<file path="src/rtl/irq_route_pkg.sv">
package irq_route_pkg;
  localparam logic [7:0] OFS_INDEX = 8'h00;
  localparam logic [7:0] OFS_DATA  = 8'h10;
  localparam logic [7:0] OFS_EOI   = 8'h40;
  localparam logic [7:0] TBL_BASE  = 8'h10;

  localparam int BIT_REMOTE = 14;
  localparam int BIT_LEVEL  = 15;
  localparam int BIT_MASK   = 16;

  typedef struct packed {
    logic [7:0] vec;
    logic       level;
    logic       mask;
  } ent_cfg_t;
endpackage

</file>
<file path="src/rtl/irq_regbus.sv">
module irq_regbus
  import irq_route_pkg::*;
#(
  parameter int NUM_ENT = 24,
  localparam int SEL_W = $clog2(NUM_ENT)
) (
  input  logic             clk,
  input  logic             rst_n,
  input  logic             bus_valid,
  input  logic             bus_write,
  input  logic [7:0]       bus_addr,
  input  logic [31:0]      bus_wdata,
  input  logic [31:0]      tbl_rword,
  output logic [31:0]      bus_rdata,
  output logic             tbl_wr,
  output ent_cfg_t         tbl_wcfg,
  output logic [SEL_W-1:0] tbl_sel,
  output logic             tbl_lo_hit,
  output logic             eoi_wr,
  output logic [7:0]       eoi_vec
);
  localparam logic [7:0] TBL_SPAN = 8'(2 * NUM_ENT);

  logic [7:0]  index_q, index_d;
  logic        index_en;
  logic [31:0] rdata_q, rdata_d;
  logic        rdata_en;
  logic        aligned;
  logic [7:0]  rel;
  logic        in_tbl;
  logic        unused_bits;

  assign aligned = bus_valid && (bus_addr[1:0] == 2'b00);

  // index decode
  assign rel        = index_q - TBL_BASE;
  assign in_tbl     = (index_q >= TBL_BASE) && (rel < TBL_SPAN);
  assign tbl_sel    = rel[SEL_W:1];
  assign tbl_lo_hit = in_tbl && !rel[0];

  assign tbl_wr   = aligned && bus_write && (bus_addr == OFS_DATA) && tbl_lo_hit;
  assign tbl_wcfg = '{vec: bus_wdata[7:0], level: bus_wdata[BIT_LEVEL], mask: bus_wdata[BIT_MASK]};
  assign eoi_wr   = aligned && bus_write && (bus_addr == OFS_EOI);
  assign eoi_vec  = bus_wdata[7:0];

  assign unused_bits = ^{bus_wdata[31:17], bus_wdata[14:8], rel[7:SEL_W+1]};

  always_comb begin
    index_en = aligned && bus_write && (bus_addr == OFS_INDEX);
    index_d  = bus_wdata[7:0];
  end

  always_comb begin
    rdata_en = bus_valid && !bus_write;
    rdata_d  = '0;
    if (aligned) begin
      if (bus_addr == OFS_INDEX)
        rdata_d = {24'd0, index_q};
      else if (bus_addr == OFS_DATA)
        rdata_d = tbl_rword;
    end
  end

  always_ff @(posedge clk or negedge rst_n) begin
    if (!rst_n) begin
      index_q <= '0;
      rdata_q <= '0;
    end else begin
      if (index_en) index_q <= index_d;
      if (rdata_en) rdata_q <= rdata_d;
    end
  end

  assign bus_rdata = rdata_q;

  AST_INDEX_HOLD: assert property (@(posedge clk) disable iff (!rst_n)
    !(bus_valid && bus_write && bus_addr == OFS_INDEX) |=> $stable(index_q));
endmodule

</file>
<file path="src/rtl/irq_entry.sv">
module irq_entry
  import irq_route_pkg::*;
(
  input  logic        clk,
  input  logic        rst_n,
  input  logic        wr_en,
  input  ent_cfg_t    wr_cfg,
  input  logic        eoi_wr,
  input  logic [7:0]  eoi_vec,
  input  logic        irq_line,
  input  logic        grant,
  output logic [31:0] lo_word,
  output logic        req
);
  ent_cfg_t cfg_q;
  logic     remote_q, remote_d;
  logic     edge_q, edge_d;
  logic     irq_d;
  logic     rise;
  logic     eoi_hit;

  assign rise    = irq_line && !irq_d && !cfg_q.mask && !cfg_q.level;
  assign eoi_hit = eoi_wr && (eoi_vec == cfg_q.vec);

  always_comb begin
    remote_d = remote_q;
    if (grant && cfg_q.level) remote_d = 1'b1;
    else if (eoi_hit)         remote_d = 1'b0;
  end

  always_comb begin
    if (cfg_q.level) edge_d = 1'b0;
    else             edge_d = (edge_q && !grant) || rise;
  end

  always_ff @(posedge clk or negedge rst_n) begin
    if (!rst_n) begin
      cfg_q    <= '{vec: 8'd0, level: 1'b0, mask: 1'b1};
      remote_q <= 1'b0;
      edge_q   <= 1'b0;
      irq_d    <= 1'b0;
    end else begin
      if (wr_en) cfg_q <= wr_cfg;
      remote_q <= remote_d;
      edge_q   <= edge_d;
      irq_d    <= irq_line;
    end
  end

  always_comb begin
    if (cfg_q.mask)       req = 1'b0;
    else if (cfg_q.level) req = irq_line && !remote_q;
    else                  req = edge_q;
  end

  always_comb begin
    lo_word             = '0;
    lo_word[7:0]        = cfg_q.vec;
    lo_word[BIT_REMOTE] = remote_q;
    lo_word[BIT_LEVEL]  = cfg_q.level;
    lo_word[BIT_MASK]   = cfg_q.mask;
  end

  AST_REMOTE_SET: assert property (@(posedge clk) disable iff (!rst_n)
    grant && cfg_q.level |=> remote_q);
  AST_REMOTE_HOLD: assert property (@(posedge clk) disable iff (!rst_n)
    remote_q && !eoi_wr |=> remote_q);
  AST_EOI_CLEAR: assert property (@(posedge clk) disable iff (!rst_n)
    eoi_wr && eoi_vec == cfg_q.vec && !grant |=> !remote_q);
  AST_EDGE_ONCE: assert property (@(posedge clk) disable iff (!rst_n)
    grant && !cfg_q.level && !(irq_line && !irq_d) |=> !edge_q);
endmodule

</file>
<file path="src/rtl/irq_pick.sv">
module irq_pick #(
  parameter int NUM_ENT = 24,
  localparam int SEL_W = $clog2(NUM_ENT)
) (
  input  logic               clk,
  input  logic               rst_n,
  input  logic [NUM_ENT-1:0] req,
  output logic               any,
  output logic [SEL_W-1:0]   idx,
  output logic [NUM_ENT-1:0] onehot
);
  always_comb begin
    idx = '0;
    for (int i = NUM_ENT - 1; i >= 0; i--) begin
      if (req[i]) idx = SEL_W'(i);
    end
  end

  assign any = |req;

  for (genvar g = 0; g < NUM_ENT; g++) begin : g_oh
    assign onehot[g] = any && (idx == SEL_W'(g));
  end

  AST_PICK_LOWEST: assert property (@(posedge clk) disable iff (!rst_n)
    any |-> req[idx] && ((req & ((NUM_ENT'(1) << idx) - NUM_ENT'(1))) == '0));
endmodule

</file>
<file path="src/rtl/irq_route_table.sv">
module irq_route_table
  import irq_route_pkg::*;
#(
  parameter int NUM_ENT = 24,
  localparam int SEL_W = $clog2(NUM_ENT)
) (
  input  logic               clk,
  input  logic               rst_n,
  input  logic               bus_valid,
  input  logic               bus_write,
  input  logic [7:0]         bus_addr,
  input  logic [31:0]        bus_wdata,
  output logic [31:0]        bus_rdata,
  input  logic [NUM_ENT-1:0] irq_in,
  output logic               msg_valid,
  input  logic               msg_ready,
  output logic [7:0]         msg_vector
);
  logic [1:0]         rst_sync;
  logic               rst_int_n;
  logic               tbl_wr;
  ent_cfg_t           tbl_wcfg;
  logic [SEL_W-1:0]   tbl_sel;
  logic               tbl_lo_hit;
  logic               eoi_wr;
  logic [7:0]         eoi_vec;
  logic [31:0]        tbl_rword;
  logic [31:0]        lo_words [NUM_ENT];
  logic [NUM_ENT-1:0] reqs;
  logic [NUM_ENT-1:0] pick_oh;
  logic [SEL_W-1:0]   pick_idx;
  logic               pick_any;
  logic               accept;

  always_ff @(posedge clk or negedge rst_n) begin
    if (!rst_n) rst_sync <= 2'b00;
    else        rst_sync <= {rst_sync[0], 1'b1};
  end
  assign rst_int_n = rst_sync[1];

  irq_regbus #(.NUM_ENT(NUM_ENT)) u_bus (
    .clk        (clk),
    .rst_n      (rst_int_n),
    .bus_valid  (bus_valid),
    .bus_write  (bus_write),
    .bus_addr   (bus_addr),
    .bus_wdata  (bus_wdata),
    .tbl_rword  (tbl_rword),
    .bus_rdata  (bus_rdata),
    .tbl_wr     (tbl_wr),
    .tbl_wcfg   (tbl_wcfg),
    .tbl_sel    (tbl_sel),
    .tbl_lo_hit (tbl_lo_hit),
    .eoi_wr     (eoi_wr),
    .eoi_vec    (eoi_vec)
  );

  assign accept = msg_valid && msg_ready;

  for (genvar n = 0; n < NUM_ENT; n++) begin : g_ent
    irq_entry u_ent (
      .clk      (clk),
      .rst_n    (rst_int_n),
      .wr_en    (tbl_wr && (tbl_sel == SEL_W'(n))),
      .wr_cfg   (tbl_wcfg),
      .eoi_wr   (eoi_wr),
      .eoi_vec  (eoi_vec),
      .irq_line (irq_in[n]),
      .grant    (accept && pick_oh[n]),
      .lo_word  (lo_words[n]),
      .req      (reqs[n])
    );
  end

  irq_pick #(.NUM_ENT(NUM_ENT)) u_pick (
    .clk    (clk),
    .rst_n  (rst_int_n),
    .req    (reqs),
    .any    (pick_any),
    .idx    (pick_idx),
    .onehot (pick_oh)
  );

  assign tbl_rword  = tbl_lo_hit ? lo_words[tbl_sel] : 32'd0;
  assign msg_valid  = pick_any;
  assign msg_vector = lo_words[pick_idx][7:0];

  AST_MSG_UNMASKED: assert property (@(posedge clk) disable iff (!rst_int_n)
    msg_valid |-> !lo_words[pick_idx][BIT_MASK]);
  AST_MSG_VECTOR: assert property (@(posedge clk) disable iff (!rst_int_n)
    accept |=> lo_words[$past(pick_idx)][BIT_REMOTE] || !lo_words[$past(pick_idx)][BIT_LEVEL]);
endmodule

</file>
<file path="config.mk">
export PLATFORM = sky130hd
export DESIGN_NAME = irq_route_table
export DESIGN_NICKNAME = d
export VERILOG_FILES = /design/src/rtl/irq_route_pkg.sv /design/src/rtl/irq_regbus.sv /design/src/rtl/irq_entry.sv /design/src/rtl/irq_pick.sv /design/src/rtl/irq_route_table.sv
export SDC_FILE = /design/constraint.sdc
export NUM_CORES = 1
export LEC_CHECK = 0
export ABC_AREA = 1
export BUFFER_PORTS_ARGS = -buffer_cell sky130_fd_sc_hd__buf_2
export CORE_MARGIN = 8
export CORE_UTILIZATION = 30
export CTS_CLUSTER_DIAMETER = 80
export DETAILED_ROUTE_END_ITERATION = 7
export PLACE_DENSITY = 0.57
export SYNTH_ARGS = -nofsm -noshare
export SYNTH_HDL_FRONTEND = slang
export SYNTH_SLANG_ARGS = --single-unit
</file>
<file path="constraint.sdc">
create_clock -name clk -period 12.8 [get_ports clk]
set_clock_uncertainty 0.05 [all_clocks]
set_input_delay 2.56 -clock clk [delete_from_list [all_inputs] [get_ports clk]]
set_output_delay 2.56 -clock clk [all_outputs]
set_load 0.02 [all_outputs]
</file>
Word level (Yosys, flattened, before mapping). Index checks and enable logic that the tools add are counted.

$add $sub $neg: 1. Magnitude comparators: 4. Equal/unequal tests: 72. Muxes and demuxes: 154. Bitwise gates (word level): 2. Reduce and logical (&&, ||, !) cells: 425.

Operators by type and width (count): 32-bit binary-select mux with 5-bit select (2); 1-bit logical AND (250); 8-bit equality test (24); 32-bit 2-to-1 mux (6); 1-bit zero test (122); 1-bit 2-to-1 mux (120); 5-bit 2-to-1 mux (24); 5-bit by 4-bit equality test with 1-bit output (second input constant) (16); 5-bit equality test (second input constant) (16); 2-bit nonzero test (24); 5-bit by 3-bit equality test with 1-bit output (second input constant) (8); 1-bit logical OR (24); 24-bit OR reduction (1); 5-bit by 2-bit equality test with 1-bit output (second input constant) (4); 8-bit 2-to-1 mux (2); 6-bit greater-or-equal comparator (second input constant) (2); 5-bit NOT with 6-bit output (2); 5-bit by 1-bit equality test with 1-bit output (second input constant) (2); 5-bit zero test (2); 8-bit by 5-bit equality test with 1-bit output (second input constant) (1); 8-bit by 7-bit equality test with 1-bit output (second input constant) (1); 8-bit by 5-bit greater-or-equal comparator with 1-bit output (second input constant) (1); 8-bit zero test (1); 8-bit by 6-bit < comparator with 1-bit output (second input constant) (1); 2 further kinds (2).

Flip-flop bits (word level): 354. Bits of input ports: 69. Output and inout bits: 41.

Longest topological paths before layout. Gate-level depths: netlist of the first run.

Depth in word-level cells: 35. Gate-level depth with buffers: 35.

Modules after synthesis. A second synthesis of the first run with hierarchy kept.

Cells, all modules: 5634. Area, all modules: 33045.4 µm².

By module, submodules not included: irq_entry (instances 24, cells each 106, area each 815.8 µm², sequential area each 326.6 µm²); irq_route_table (instances 1, cells each 2707, area each 10851.7 µm², sequential area each 50.0 µm²); irq_regbus (instances 1, cells each 254, area each 2060.7 µm², sequential area each 1001.0 µm²); irq_pick (instances 1, cells each 129, area each 554.3 µm², sequential area each 0.0 µm²).

Worst setup path before layout of the first run. Ideal clock, no wire load.

Kind: in2out. Start point: input irq_in[20]. End point: output msg_vector[7]. Data arrival time: 4.919 ns. Path slack: 5.271 ns. Stages: 31. Buffers on the path: 1. Path through: inv_1 -> o21ai_0 -> o211ai_1 -> nand2_1 -> nand2_1 -> nand2_1 -> nand2_1 -> nand2_1 -> nand2_1 -> nand2_1 -> nand2_1 -> nand2_1 -> nand2_1 -> nand2_1 -> nand2_1 -> nand2_1 -> nand2_1 -> nand2_1 -> nand2_1 -> nand2_1 -> nand2_4 -> nand2_4 -> nand2_8 -> nand2_8 -> buf_2 -> nand3_1 -> nand3b_1 -> nand2_1 -> nand3_1 -> nor2_1 -> nor2_1.

Longest elaborated chain between the ends: 28.

RTL lines: start: declaration (RTL line irq_route_table.sv:14) `input logic [NUM_ENT-1:0] irq_in,`; 1-bit logical AND (RTL line irq_entry.sv:52) `else if (cfg_q.level) req = irq_line && !remote_q;`; 1-bit 2-to-1 mux (RTL line irq_entry.sv:52); 1-bit 2-to-1 mux (RTL line irq_entry.sv:51) `if (cfg_q.mask) req = 1'b0;`; 5-bit 2-to-1 mux (21 in a row) (RTL line irq_pick.sv:15) `if (req[i]) idx = SEL_W'(i);`; 5-bit NOT with 6-bit output (implied by the code) (RTL line irq_route_table.sv:86) `assign msg_vector = lo_words[pick_idx][7:0];`; 32-bit binary-select mux with 5-bit select (RTL line irq_route_table.sv:86); 8-bit 2-to-1 mux (implied by the code) (2 in a row) (RTL line irq_route_table.sv:86); end: declaration (RTL line irq_route_table.sv:17) `output logic [7:0] msg_vector`.

No other way between the ends. The select of a mux whose other input is x is not followed.

Final worst setup path of the first run.
Start point: input irq_in[22]. End point: output msg_vector[1].

Longest elaborated chain between the ends: 30.

RTL lines (RTL line): 1-bit logical AND (irq_entry.sv:52); 1-bit 2-to-1 mux (irq_entry.sv:52); 1-bit 2-to-1 mux (irq_entry.sv:51); 5-bit 2-to-1 mux (23 in a row) (irq_pick.sv:15); 5-bit NOT with 6-bit output (implied by the code) (irq_route_table.sv:86); 32-bit binary-select mux with 5-bit select (irq_route_table.sv:86); 8-bit 2-to-1 mux (implied by the code) (2 in a row) (irq_route_table.sv:86).

No other way between the ends. The select of a mux whose other input is x is not followed.

==> results.md, run 1 <==
| Group | Metric | This run |
|:---|:---|:---|
| run status | Outcome | finished clean |
| sta | Final-report max-slew violation count | 0 |
| sta | Final setup violating endpoints | 0 |
| placement | DP Wirelength | 51100 µm |
| die | Number of placed I/O pins | 110 |
| placement | Global placer's final weighted congestion | 0.930 |
| sta | Clock period minus final worst setup slack | 9600 ps |
| route | Met1 layer wirelength in the final routing | 31100 µm |
| finish | Share of cells above drive strength 1 | 0.0947 |
| power | Power Density | 128 nW/µm² |
| sta | Least-Margin Pin Slew | 1310 ps |
| global route | Via count of the first global-routing pass | 17400 |
| synthesis | Cell taking the most area after synthesis | sky130_fd_sc_hd__dfrtp_1 |
| synthesis | Number of synthesized flops with an enable pin | 0 |
| sta | Share of the clock period used by the worst path | 0.750 |
| clocking | Depth of the CTS H-tree | 2 |
| setup path | Crit start category | input port |
| synthesis | Mapped Avg Cell Area | 7.83 µm² |
| sta | Worst slew margin | 0.121 |
| clocking | Clock-pin transition on the worst setup and hold timing paths | 60 ps |
| route | Total wirelength of the detailed-routed design | 77100 µm |
| clocking | Clock root cell | sky130_fd_sc_hd__clkbuf_16 |
| setup path | CP Capture Type | primary output |
| sta | Least setup slack across all paths after layout | 3200 ps |
| die | Core Rows | 93 |
| placement | Pre-CTS WS | 3310 ps |
| clocking | Hold-fix buffer count after cts | 0 |
| sta | Hold Vio Cnt, Final | 0 |
| job | Max-cap violations | 0 |
| synthesis | Yosys top cell area share | 0.400 |
| placement | Number of placed instances, taps included | 3242 |
| synthesis | Ranking of synthesized cells by area | sky130_fd_sc_hd__dfrtp_1, sky130_fd_sc_hd__nand2_1, sky130_fd_sc_hd__o21ai_0 |
| sta | Hold Worst Slack | 234 ps |
| sta | Highest attainable clock frequency | 104 MHz |
| route | Number of detailed-routing iterations run before antenna repair | 7 |
| die | Vertical extent of the die | 270 µm |
| clocking | CTS Sinks | 333 |
| clocking | Clock insertion delay at the later pin of the skew report | 580 ps |
| synthesis | Sequential fraction of the synthesis area | 0.433 |
| die | Total Die Area | 72700 µm² |
| synthesis | Number of storage elements in the synthesis netlist | 333 |
| route | WL met3 | 8250 µm |
| setup path | Crit. Startpoint | irq_in[22] |
| synthesis | Share of flip-flops with an asynchronous set or reset after synthesis | 1.00 |
| setup path | Maximum single-stage delay on the critical path | 490 ps |
| clocking | Bufs on Longest Clock Path | 3 |
| synthesis | Commonest cells post-synth | sky130_fd_sc_hd__nand2_1, sky130_fd_sc_hd__o21ai_0, sky130_fd_sc_hd__dfrtp_1, sky130_fd_sc_hd__xnor2_1, sky130_fd_sc_hd__clkbuf_1 |
| global route | Total global-route track usage | 0.204 |
| sta | Unrepaired setup endpoints after global routing | no |
| die | Core Area | 64000 µm² |
| finish | Post-route non-filler standard cell count | 3316 |
| route | DRC Markers | 0 |
| setup path | Largest fanout on the critical path | 34 |
| route | Met2 wirelength from detailed routing | 34200 µm |
| power | P_leak | 9.03 nW |
| synthesis | Cell count after synthesis | 2467 |
| die | Width of the die | 270 µm |
| clocking | Num CTS Buffers | 41 |
| global route | First-pass GRT wire length | 115000 µm |
| setup path | Arrival @ worst endpoint | 6990 ps |
| die | Effective utilization at floorplan | 0.302 |
| finish | Util after Layout | 0.338 |
| min path | Path class of the lowest-slack min-delay path | flip-flop to asynchronous set/reset pin |
| power | Max VDD drop | 0.0000782 V |
| route | Avg Vias per Cell | 5.57 |
| global route | Maximum number of pins on one net before global-route repair | 164 |
| setup path | Slowest stage cell, crit path | sky130_fd_sc_hd__nor2_8 |
| global route | Grt total ovfl | 0 |
| setup path | Reg-to-reg critical path startpoint | g_ent[21].u_ent.remote_q |
| synthesis | Most common cell in the synthesized netlist | sky130_fd_sc_hd__nand2_1 |
| finish | Number of nets in the finished design | 2501 |
| route | Routed wire length per instance | 23.3 µm |
| setup path | Data required time at the worst endpoint | 10190 ps |
| clocking | Post-CTS setup buffers | 0 |
| sta | Setup TNS | 0 ps |
| route | Top sig layer | met5 |
| clocking | CTS tree | yes |
| synthesis | Warnings, synthesis | 0 |
| synthesis | Mapped Area | 19300 µm² |
| setup path | Cell repeated most along the worst path | sky130_fd_sc_hd__nand2_1 |
| route | DRC violation total after the first TritonRoute iteration | 2308 |
| synthesis | Count of cell types in the netlist | 54 |
| route | Antenna Violating Nets Remaining | 0 |
| setup path | Class of the most critical setup path | input port to primary output |
| finish | Area growth from synthesis to layout | 12.0% |
| synthesis | Main synth FF type | sky130_fd_sc_hd__dfrtp_1 |
| global route | Antenna violations before repair | 2 |
| route | DR vias | 18500 |
| placement | Number of I/O port buffers | 66 |
| clocking | Gates resized, CTS repair | 0 |
[per-layer routing]
layer	up-vias	GRT usage
met3	181	0.0512
met1	8903	0.271
met2	1085	0.314
met4	2	0.0847
met5	-	0
li1	8307	-
[metrics by stage]
stage          total power, mW  area, µm²
2_1_floorplan             1.39      19400
3_3_place_gp              1.54      20200
3_5_place_dp              1.55      20200
4_1_cts                   2.77      21600
5_1_grt                   2.84      21600
6_report                  2.76      21600
[state kept, by name, summed over array words and instances (netlist names)]
signal	flops
g_ent.u_ent.lo_word	240
g_ent.u_ent.irq_d	24
u_bus.index_q	8
g_ent.u_ent.edge_q	24
g_ent.u_ent.remote_q	24
rst_sync	2
u_bus.bus_rdata	11
[worst max-delay path, delay by kind of cell]
| kind | cells | cell delay, ps |
|---|---|---|
| and+or+nand+nor | 31 | 3790 |
| buffers and inverters | 3 | 550 |
[area by class of cell]
cell class / instances / area (µm²)
Fill cell: 6676 / 42400
Antenna cell: 1 / 2.50
Timing Repair Buffer: 97 / 576
Tap cell: 855 / 1070
Clock inverter: 11 / 115
Sequential cell: 333 / 8370
Clock buffer: 62 / 1300
Inverter: 143 / 537
Multi-Input combinational cell: 1814 / 9650
[where the power goes]
| part | total [mW] | switching [mW] | leakage [nW] | internal, mW |
|---|---|---|---|---|
| Clock | 1.22 | 0.483 | 0.703 | 0.738 |
| Sequential | 1.07 | 0.00636 | 4.37 | 1.06 |
| Combinational | 0.473 | 0.382 | 3.95 | 0.0914 |
| Total | 2.76 | 0.871 | 9.03 | 1.89 |
[path summary, 6_finish.rpt]
path / endpoint / slack (ps) / depth (start not counted)
worst min register to register: g_ent[22].u_ent.lo_word[7] / 230 / 0
worst max register to register: g_ent[17].u_ent.remote_q / 7810 / 31
min in group clk: rst_sync[1] / 300 / 0
max in group asynchronous: rst_sync[1] / 10880 / 1
worst min-delay path: g_ent[22].u_ent.lo_word[7] / 230 / 0
worst max-delay path: msg_vector[1] / 3200 / 34
[cell families after synthesis]
logic type	Yosys count	synth area share
flip-flops	333	0.433
AO/OA/AOI/OAI	547	0.164
other	2	0.000389
adder cells (fa/ha/maj)	2	0.00130
XOR/XNOR	183	0.0830
AND/OR/NAND/NOR	1060	0.246
buffers and inverters	340	0.0719
[cell usage in the layout, fill, tap and decap left out, types with 10 or more instances in the layout]
cell and n:
sky130_fd_sc_hd__nor4_1 10, sky130_fd_sc_hd__nand2_1 559, sky130_fd_sc_hd__conb_1 22, sky130_fd_sc_hd__clkbuf_16 43, sky130_fd_sc_hd__a22oi_1 21, sky130_fd_sc_hd__o2111ai_1 12
sky130_fd_sc_hd__nand4_1 126, sky130_fd_sc_hd__nand3b_1 13, sky130_fd_sc_hd__nor2_1 135, sky130_fd_sc_hd__o21ai_0 324, sky130_fd_sc_hd__nor3_1 57, sky130_fd_sc_hd__a21oi_1 42
sky130_fd_sc_hd__clkbuf_8 15, sky130_fd_sc_hd__dfstp_2 24, sky130_fd_sc_hd__buf_4 30, sky130_fd_sc_hd__o22ai_1 42, sky130_fd_sc_hd__inv_1 124, sky130_fd_sc_hd__xnor2_1 168
sky130_fd_sc_hd__xor2_1 15, sky130_fd_sc_hd__o21ai_1 13, sky130_fd_sc_hd__o31ai_1 40, sky130_fd_sc_hd__dfrtp_1 308, sky130_fd_sc_hd__o211ai_1 11, sky130_fd_sc_hd__clkinv_1 10
sky130_fd_sc_hd__buf_2 66, sky130_fd_sc_hd__nand3_1 126
Note: power is estimated with default switching activity, not from simulation.
==> run 2, diff against run 1 <==
clock period = 9.35 ns   (was 12.8 ns; I/O delays follow)
==> run 2 against run 1 <==
  * Count of clock-buffer cells in the layout grew 1
  * Non-clock buffer count is 1 higher
  * Global-route usage about the same
  * Hold slack improved by 63 ps
  * Worst setup slack got worse by 2100 ps
  * Utilization shrank 0.094 points
  * Routed wire length about the same
  * Via count shrank 0.54%
==> results.md, run 2 (same netlist as run 1, synthesis figures left out) <==
| Group | Metric | This run |
|:---|:---|:---|
| run status | Outcome | finished clean |
| finish | Share of cells above drive strength 1 | 0.0931 |
| sta | Worst slew margin | 0.184 |
| clocking | Hold-fix buffer count after cts | 0 |
| route | DR vias | 18400 |
| finish | Area growth from synthesis to layout | 11.6% |
| finish | Sequential Area | 8370 µm² |
| global route | First-pass GRT wire length | 115000 µm |
| power | Sw Share | 0.321 |
| placement | Global placer's final weighted congestion | 0.934 |
| clocking | Clock-pin transition on the worst setup and hold timing paths | 60 ps |
| min path | Path class of the lowest-slack min-delay path | flip-flop to asynchronous set/reset pin |
| power | P_sw | 1.20 mW |
| sta | Setup TNS | 0 ps |
| finish | Number of nets in the finished design | 2502 |
| setup path | Slowest stage cell, crit path | sky130_fd_sc_hd__nor2_8 |
| global route | GR Layer Usage met3 | 0.0489 |
| clocking | CTS Sinks | 333 |
| power | P_leak | 8.99 nW |
| die | Vertical extent of the die | 270 µm |
| clocking | Post-CTS setup buffers | 0 |
| finish | Largest register FFs | 240 |
| clocking | CTS tree | yes |
| placement | Number of I/O port buffers | 66 |
| setup path | Arrival @ worst endpoint | 6370 ps |
| placement | DP Wirelength | 51300 µm |
| power | Power Density | 173 nW/µm² |
| sta | Final-report max-slew violation count | 0 |
| sta | Unrepaired setup endpoints after global routing | no |
| sta | Hold Vio Cnt, Final | 0 |
| die | Total Die Area | 72700 µm² |
| setup path | CP Capture Type | primary output |
| route | Number of detailed-routing iterations run before antenna repair | 5 |
| global route | Via count of the first global-routing pass | 17300 |
| global route | Antenna violations before repair | 2 |
| clocking | Bufs on Longest Clock Path | 3 |
| power | Internal Dissipation | 2.53 mW |
| finish | Post-route non-filler standard cell count | 3316 |
| finish | Final antenna diode count | 0 |
| setup path | Class of the most critical setup path | input port to primary output |
| die | Width of the die | 270 µm |
| finish | Leading cell types in the layout, fill and taps excluded | sky130_fd_sc_hd__nand2_1, sky130_fd_sc_hd__o21ai_0, sky130_fd_sc_hd__dfrtp_1 |
| clocking | Depth of the CTS H-tree | 2 |
| finish | Area occupied by multi-input gates | 9650 µm² |
| setup path | Stages on the worst setup path | 33 |
| global route | Met1 track demand over resource in global routing | 0.269 |
| power | Clock network fraction of total power | 0.432 |
| global route | Grt total ovfl | 0 |
| sta | Least-Margin Pin Slew | 1220 ps |
| power | Portion of total power attributed to combinational logic | 0.175 |
| global route | Global route hottest layer | met2 |
| setup path | Crit start category | input port |
| sta | Final setup violating endpoints | 0 |
| power | Max VDD drop | 0.000108 V |
| setup path | Buffers and inverters on the worst path | 3 |
| clocking | Gates resized, CTS repair | 0 |
| setup path | Data required time at the worst endpoint | 7430 ps |
| setup path | Cell repeated most along the worst path | sky130_fd_sc_hd__nand2_1 |
| sta | Highest attainable clock frequency | 121 MHz |
| sta | Share of the clock period used by the worst path | 0.887 |
| die | Number of placed I/O pins | 110 |
| die | Effective utilization at floorplan | 0.302 |
| clocking | Clock insertion delay at the later pin of the skew report | 580 ps |
| global route | Global Route met2 Usage | 0.320 |
| route | Total wirelength of the detailed-routed design | 77100 µm |
| sta | Clock period minus final worst setup slack | 8290 ps |
| route | DRC Markers | 0 |
| die | Core Rows | 93 |
| route | DRC violation total after the first TritonRoute iteration | 2203 |
| job | Max-cap violations | 0 |
| global route | Maximum number of pins on one net before global-route repair | 141 |
| finish | Fill cell count | 6697 |
| setup path | Kind of cell with the highest combined delay on the critical path | simple AND/OR/NAND/NOR gates |
| finish | Leading cell type in the layout, fill and taps excluded | sky130_fd_sc_hd__nand2_1 |
| route | Routed wire length per instance | 23.2 µm |
| route | Antenna Violating Nets Remaining | 0 |
| die | Core Area | 64000 µm² |
| placement | Number of placed instances, taps included | 3243 |
| route | Avg Vias per Cell | 5.54 |
| power | Sequential Power Share | 0.393 |
| setup path | Largest fanout on the critical path | 34 |
| clocking | Clock root cell | sky130_fd_sc_hd__clkbuf_16 |
| clocking | Num CTS Buffers | 41 |
| setup path | Maximum single-stage delay on the critical path | 500 ps |
| global route | Total global-route track usage | 0.203 |
| setup path | Worst-case reg-to-reg path depth | 31 |
[run 2: area by class of cell]
| type | instances | share of cell area |
|---|---|---|
| Timing Repair Buffer | 98 | 0.0270 |
| Clock buffer | 63 | 0.0585 |
| Multi-Input combinational cell | 1814 | 0.448 |
| Clock inverter | 10 | 0.00400 |
| Inverter | 143 | 0.0249 |
| Tap cell | 855 | 0.0496 |
| Sequential cell | 333 | 0.388 |
[run 2: power groups by stage]
stage / registers (mW) / clock network, mW / logic [mW]
after floorplan: 1.50 / 0 / 0.398
after global placement: 1.49 / 0 / 0.624
after detailed placement: 1.49 / 0 / 0.628
after CTS: 1.46 / 1.64 / 0.631
after global routing: 1.47 / 1.70 / 0.676
final: 1.46 / 1.61 / 0.654
[run 2: worst register-to-register path, delay by kind of cell, from the launching register on]
family	cells	cell delay, ps
flip-flops	1	400
AO/OA/AOI/OAI	1	180
buffers and inverters	2	420
AND/OR/NAND/NOR	28	4000
[run 2: path summary, 6_finish.rpt]
check,from,to,slack (ps)
setup / recovery,irq_in[23],msg_vector[6],1060
hold / removal,rst_sync[1],g_ent[22].u_ent.lo_word[1],300
setup reg to reg,g_ent[23].u_ent.lo_word[15],g_ent[17].u_ent.remote_q,4240
hold reg to reg,rst_sync[1],g_ent[22].u_ent.lo_word[1],300
max in group asynchronous,rst_sync[1],g_ent[15].u_ent.lo_word[3],7370
min in group clk,rst_sync[0],rst_sync[1],300
[run 2: metal layers]
metal | vias to the layer above | wire, µm
met5 | - | 9
met4 | 2 | 3080
met3 | 192 | 7220
met2 | 996 | 34700
met1 | 8900 | 32100
li1 | 8288 | -
[run 2: metrics by stage]
stage / worst slack (ps) / total power [mW] / instance area (µm²) / hold WS, ps / util
2_1_floorplan: 3200 / 1.90 / 19400 / 281 / -
6_report: 1060 / 3.73 / 21600 / 297 / 0.337
4_1_cts: 1210 / 3.74 / 21600 / 299 / 0.337
3_3_place_gp: 1200 / 2.11 / 20200 / 284 / 0.316
5_1_grt: 741 / 3.84 / 21600 / 308 / 0.337
3_5_place_dp: 1220 / 2.12 / 20200 / 287 / 0.316
==> run 3, diff against run 2 <==
PLACE_DENSITY = not set   (was 0.57)
==> run 3 against run 2 <==
  * Cell count about the same
  * Sequential share of layout area decreased by 0.19 points
  * Register-to-register slack improved by 220 ps
  * Largest cell class unchanged
  * Largest power group unchanged
  * Flip-flop and latch count unchanged
  * Routed wire length decreased by 3.9%
  * Sequential power about the same
  * Maximum frequency increased by 1.8%
  * Count of clock-buffer cells in the layout decreased by 8
==> results.md, run 3 (same netlist as run 1, synthesis figures left out) <==
| Group | Metric | This run |
|:---|:---|:---|
| placement | Cell area reported after detailed placement | 20200 µm² |
| finish | Leading cell type in the layout, fill and taps excluded | sky130_fd_sc_hd__nand2_1 |
| setup path | CP Capture Type | primary output |
| finish | Area occupied by multi-input gates | 9660 µm² |
| clocking | Clock root cell | sky130_fd_sc_hd__clkbuf_16 |
| die | Effective utilization at floorplan | 0.302 |
| clocking | CTS Sinks | 333 |
| setup path | Crit start category | input port |
| job | Max-cap violations | 0 |
| setup path | Data required time at the worst endpoint | 7430 ps |
| placement | Number of I/O port buffers | 66 |
| global route | Via count of the first global-routing pass | 17000 |
| clocking | Clock insertion delay at the later pin of the skew report | 570 ps |
| setup path | Reg-to-reg critical path startpoint | g_ent[23].u_ent.lo_word[15] |
| route | Avg Vias per Cell | 5.47 |
| sta | Share of the clock period used by the worst path | 0.871 |
| sta | Final setup violating endpoints | 0 |
| placement | Number of placed instances, taps included | 3243 |
| sta | Clock period minus final worst setup slack | 8150 ps |
| setup path | Class of the most critical setup path | input port to primary output |
| clocking | Gates resized, CTS repair | 0 |
| power | Max VDD drop | 0.000111 V |
| finish | Post-route design area | 21700 µm² |
| route | DR vias | 18100 |
| sta | Final-report max-slew violation count | 0 |
| route | Routed wire length per instance | 22.3 µm |
| min path | Hold path start | rst_sync[0] |
| sta | Hold Vio Cnt, Final | 0 |
| die | Core Rows | 93 |
| finish | Number of nets in the finished design | 2500 |
| clocking | Num CTS Buffers | 39 |
| sta | Least setup slack across all paths after layout | 1200 ps |
| die | Vertical extent of the die | 270 µm |
| power | Overall power of the completed layout | 3.83 mW |
| global route | Grt total ovfl | 0 |
| die | Width of the die | 270 µm |
| finish | Post-route non-filler standard cell count | 3314 |
| route | DRC violation total after the first TritonRoute iteration | 2408 |
| setup path | Cell repeated most along the worst path | sky130_fd_sc_hd__nand2_1 |
| finish | Final antenna diode count | 0 |
| sta | Highest attainable clock frequency | 123 MHz |
| placement | Global placer's final weighted congestion | 0.937 |
| finish | Util after Layout | 0.338 |
| die | Number of placed I/O pins | 110 |
| sta | Worst slew margin | 0.228 |
| placement | DP Wirelength | 49000 µm |
| clocking | Bufs on Longest Clock Path | 3 |
| finish | Share of cells above drive strength 1 | 0.0952 |
| clocking | Hold-fix buffer count after cts | 0 |
| finish | Leading cell types in the layout, fill and taps excluded | sky130_fd_sc_hd__nand2_1, sky130_fd_sc_hd__o21ai_0, sky130_fd_sc_hd__dfrtp_1 |
| sta | Setup TNS | 0 ps |
| route | Antenna Violating Nets Remaining | 0 |
| setup path | Largest fanout on the critical path | 34 |
| run status | Outcome | finished clean |
| min path | Path class of the lowest-slack min-delay path | flip-flop to flip-flop |
| route | Number of detailed-routing iterations run before antenna repair | 6 |
| finish | Largest register FFs | 240 |
| global route | Total global-route track usage | 0.196 |
| sta | Hold Worst Slack | 296 ps |
| global route | Maximum number of pins on one net before global-route repair | 155 |
| setup path | Maximum single-stage delay on the critical path | 450 ps |
| setup path | Slowest stage cell, crit path | sky130_fd_sc_hd__nor2_8 |
| sta | Unrepaired setup endpoints after global routing | no |
| setup path | Arrival @ worst endpoint | 6230 ps |
| global route | First-pass GRT wire length | 112000 µm |
| power | P_leak | 9.05 nW |
| global route | Antenna violations before repair | 5 |
| power | Power Density | 177 nW/µm² |
| die | Total Die Area | 72700 µm² |
| clocking | Depth of the CTS H-tree | 2 |
| finish | Area growth from synthesis to layout | 12.2% |
| clocking | Clock-pin transition on the worst setup and hold timing paths | 50 ps |
| placement | Pre-CTS WS | 1300 ps |
| die | Core Area | 64000 µm² |
| route | Total wirelength of the detailed-routed design | 74000 µm |
| finish | Fill cell count | 6747 |
| finish | Sequential Area | 8370 µm² |
| sta | Least-Margin Pin Slew | 1160 ps |
| clocking | Post-CTS setup buffers | 0 |
| route | DRC Markers | 0 |
| setup path | Crit. Startpoint | irq_in[23] |
| clocking | CTS tree | yes |
run 3: where the power goes:
part           switching (mW)  internal (mW)
combinational           0.513          0.125
clock                   0.653           1.08
sequential             0.0115           1.45
run 3: worst max-delay path, delay by kind of cell:
kind	cells	cell delay, ps
buffers and inverters	3	520
and+or+nand+nor	28	3380
AOI/OAI and AO/OA	2	350
run 3: final timing paths:
path | end | slack, ps | depth (start not counted)
min in group asynchronous | g_ent[23].u_ent.lo_word[7] | 360 | 0
max in group asynchronous | g_ent[9].u_ent.lo_word[6] | 7430 | 1
worst min register to register | rst_sync[1] | 300 | 0
worst max-delay path | msg_vector[3] | 1200 | 33
worst max register to register | g_ent[17].u_ent.remote_q | 4460 | 31
worst min-delay path | rst_sync[1] | 300 | 0
run 3: metal layers:
layer	share of wire	track usage	wire length, µm	vias to the layer above
met5	0.00035	0	26	-
met4	0.047	0.0844	3490	4
met3	0.098	0.0431	7270	195
met2	0.44	0.297	32300	957
met1	0.42	0.269	30900	8667
li1	-	-	-	8299
run 3: layout make-up:
cell class                 instances  share of cell area
clock inverter                    16              0.0119
multi-input combinational       1814               0.446
inverter                         143              0.0248
timing repair buffer              98              0.0269
tap                              855              0.0494
sequential                       333               0.386
clock buffer                      55              0.0549
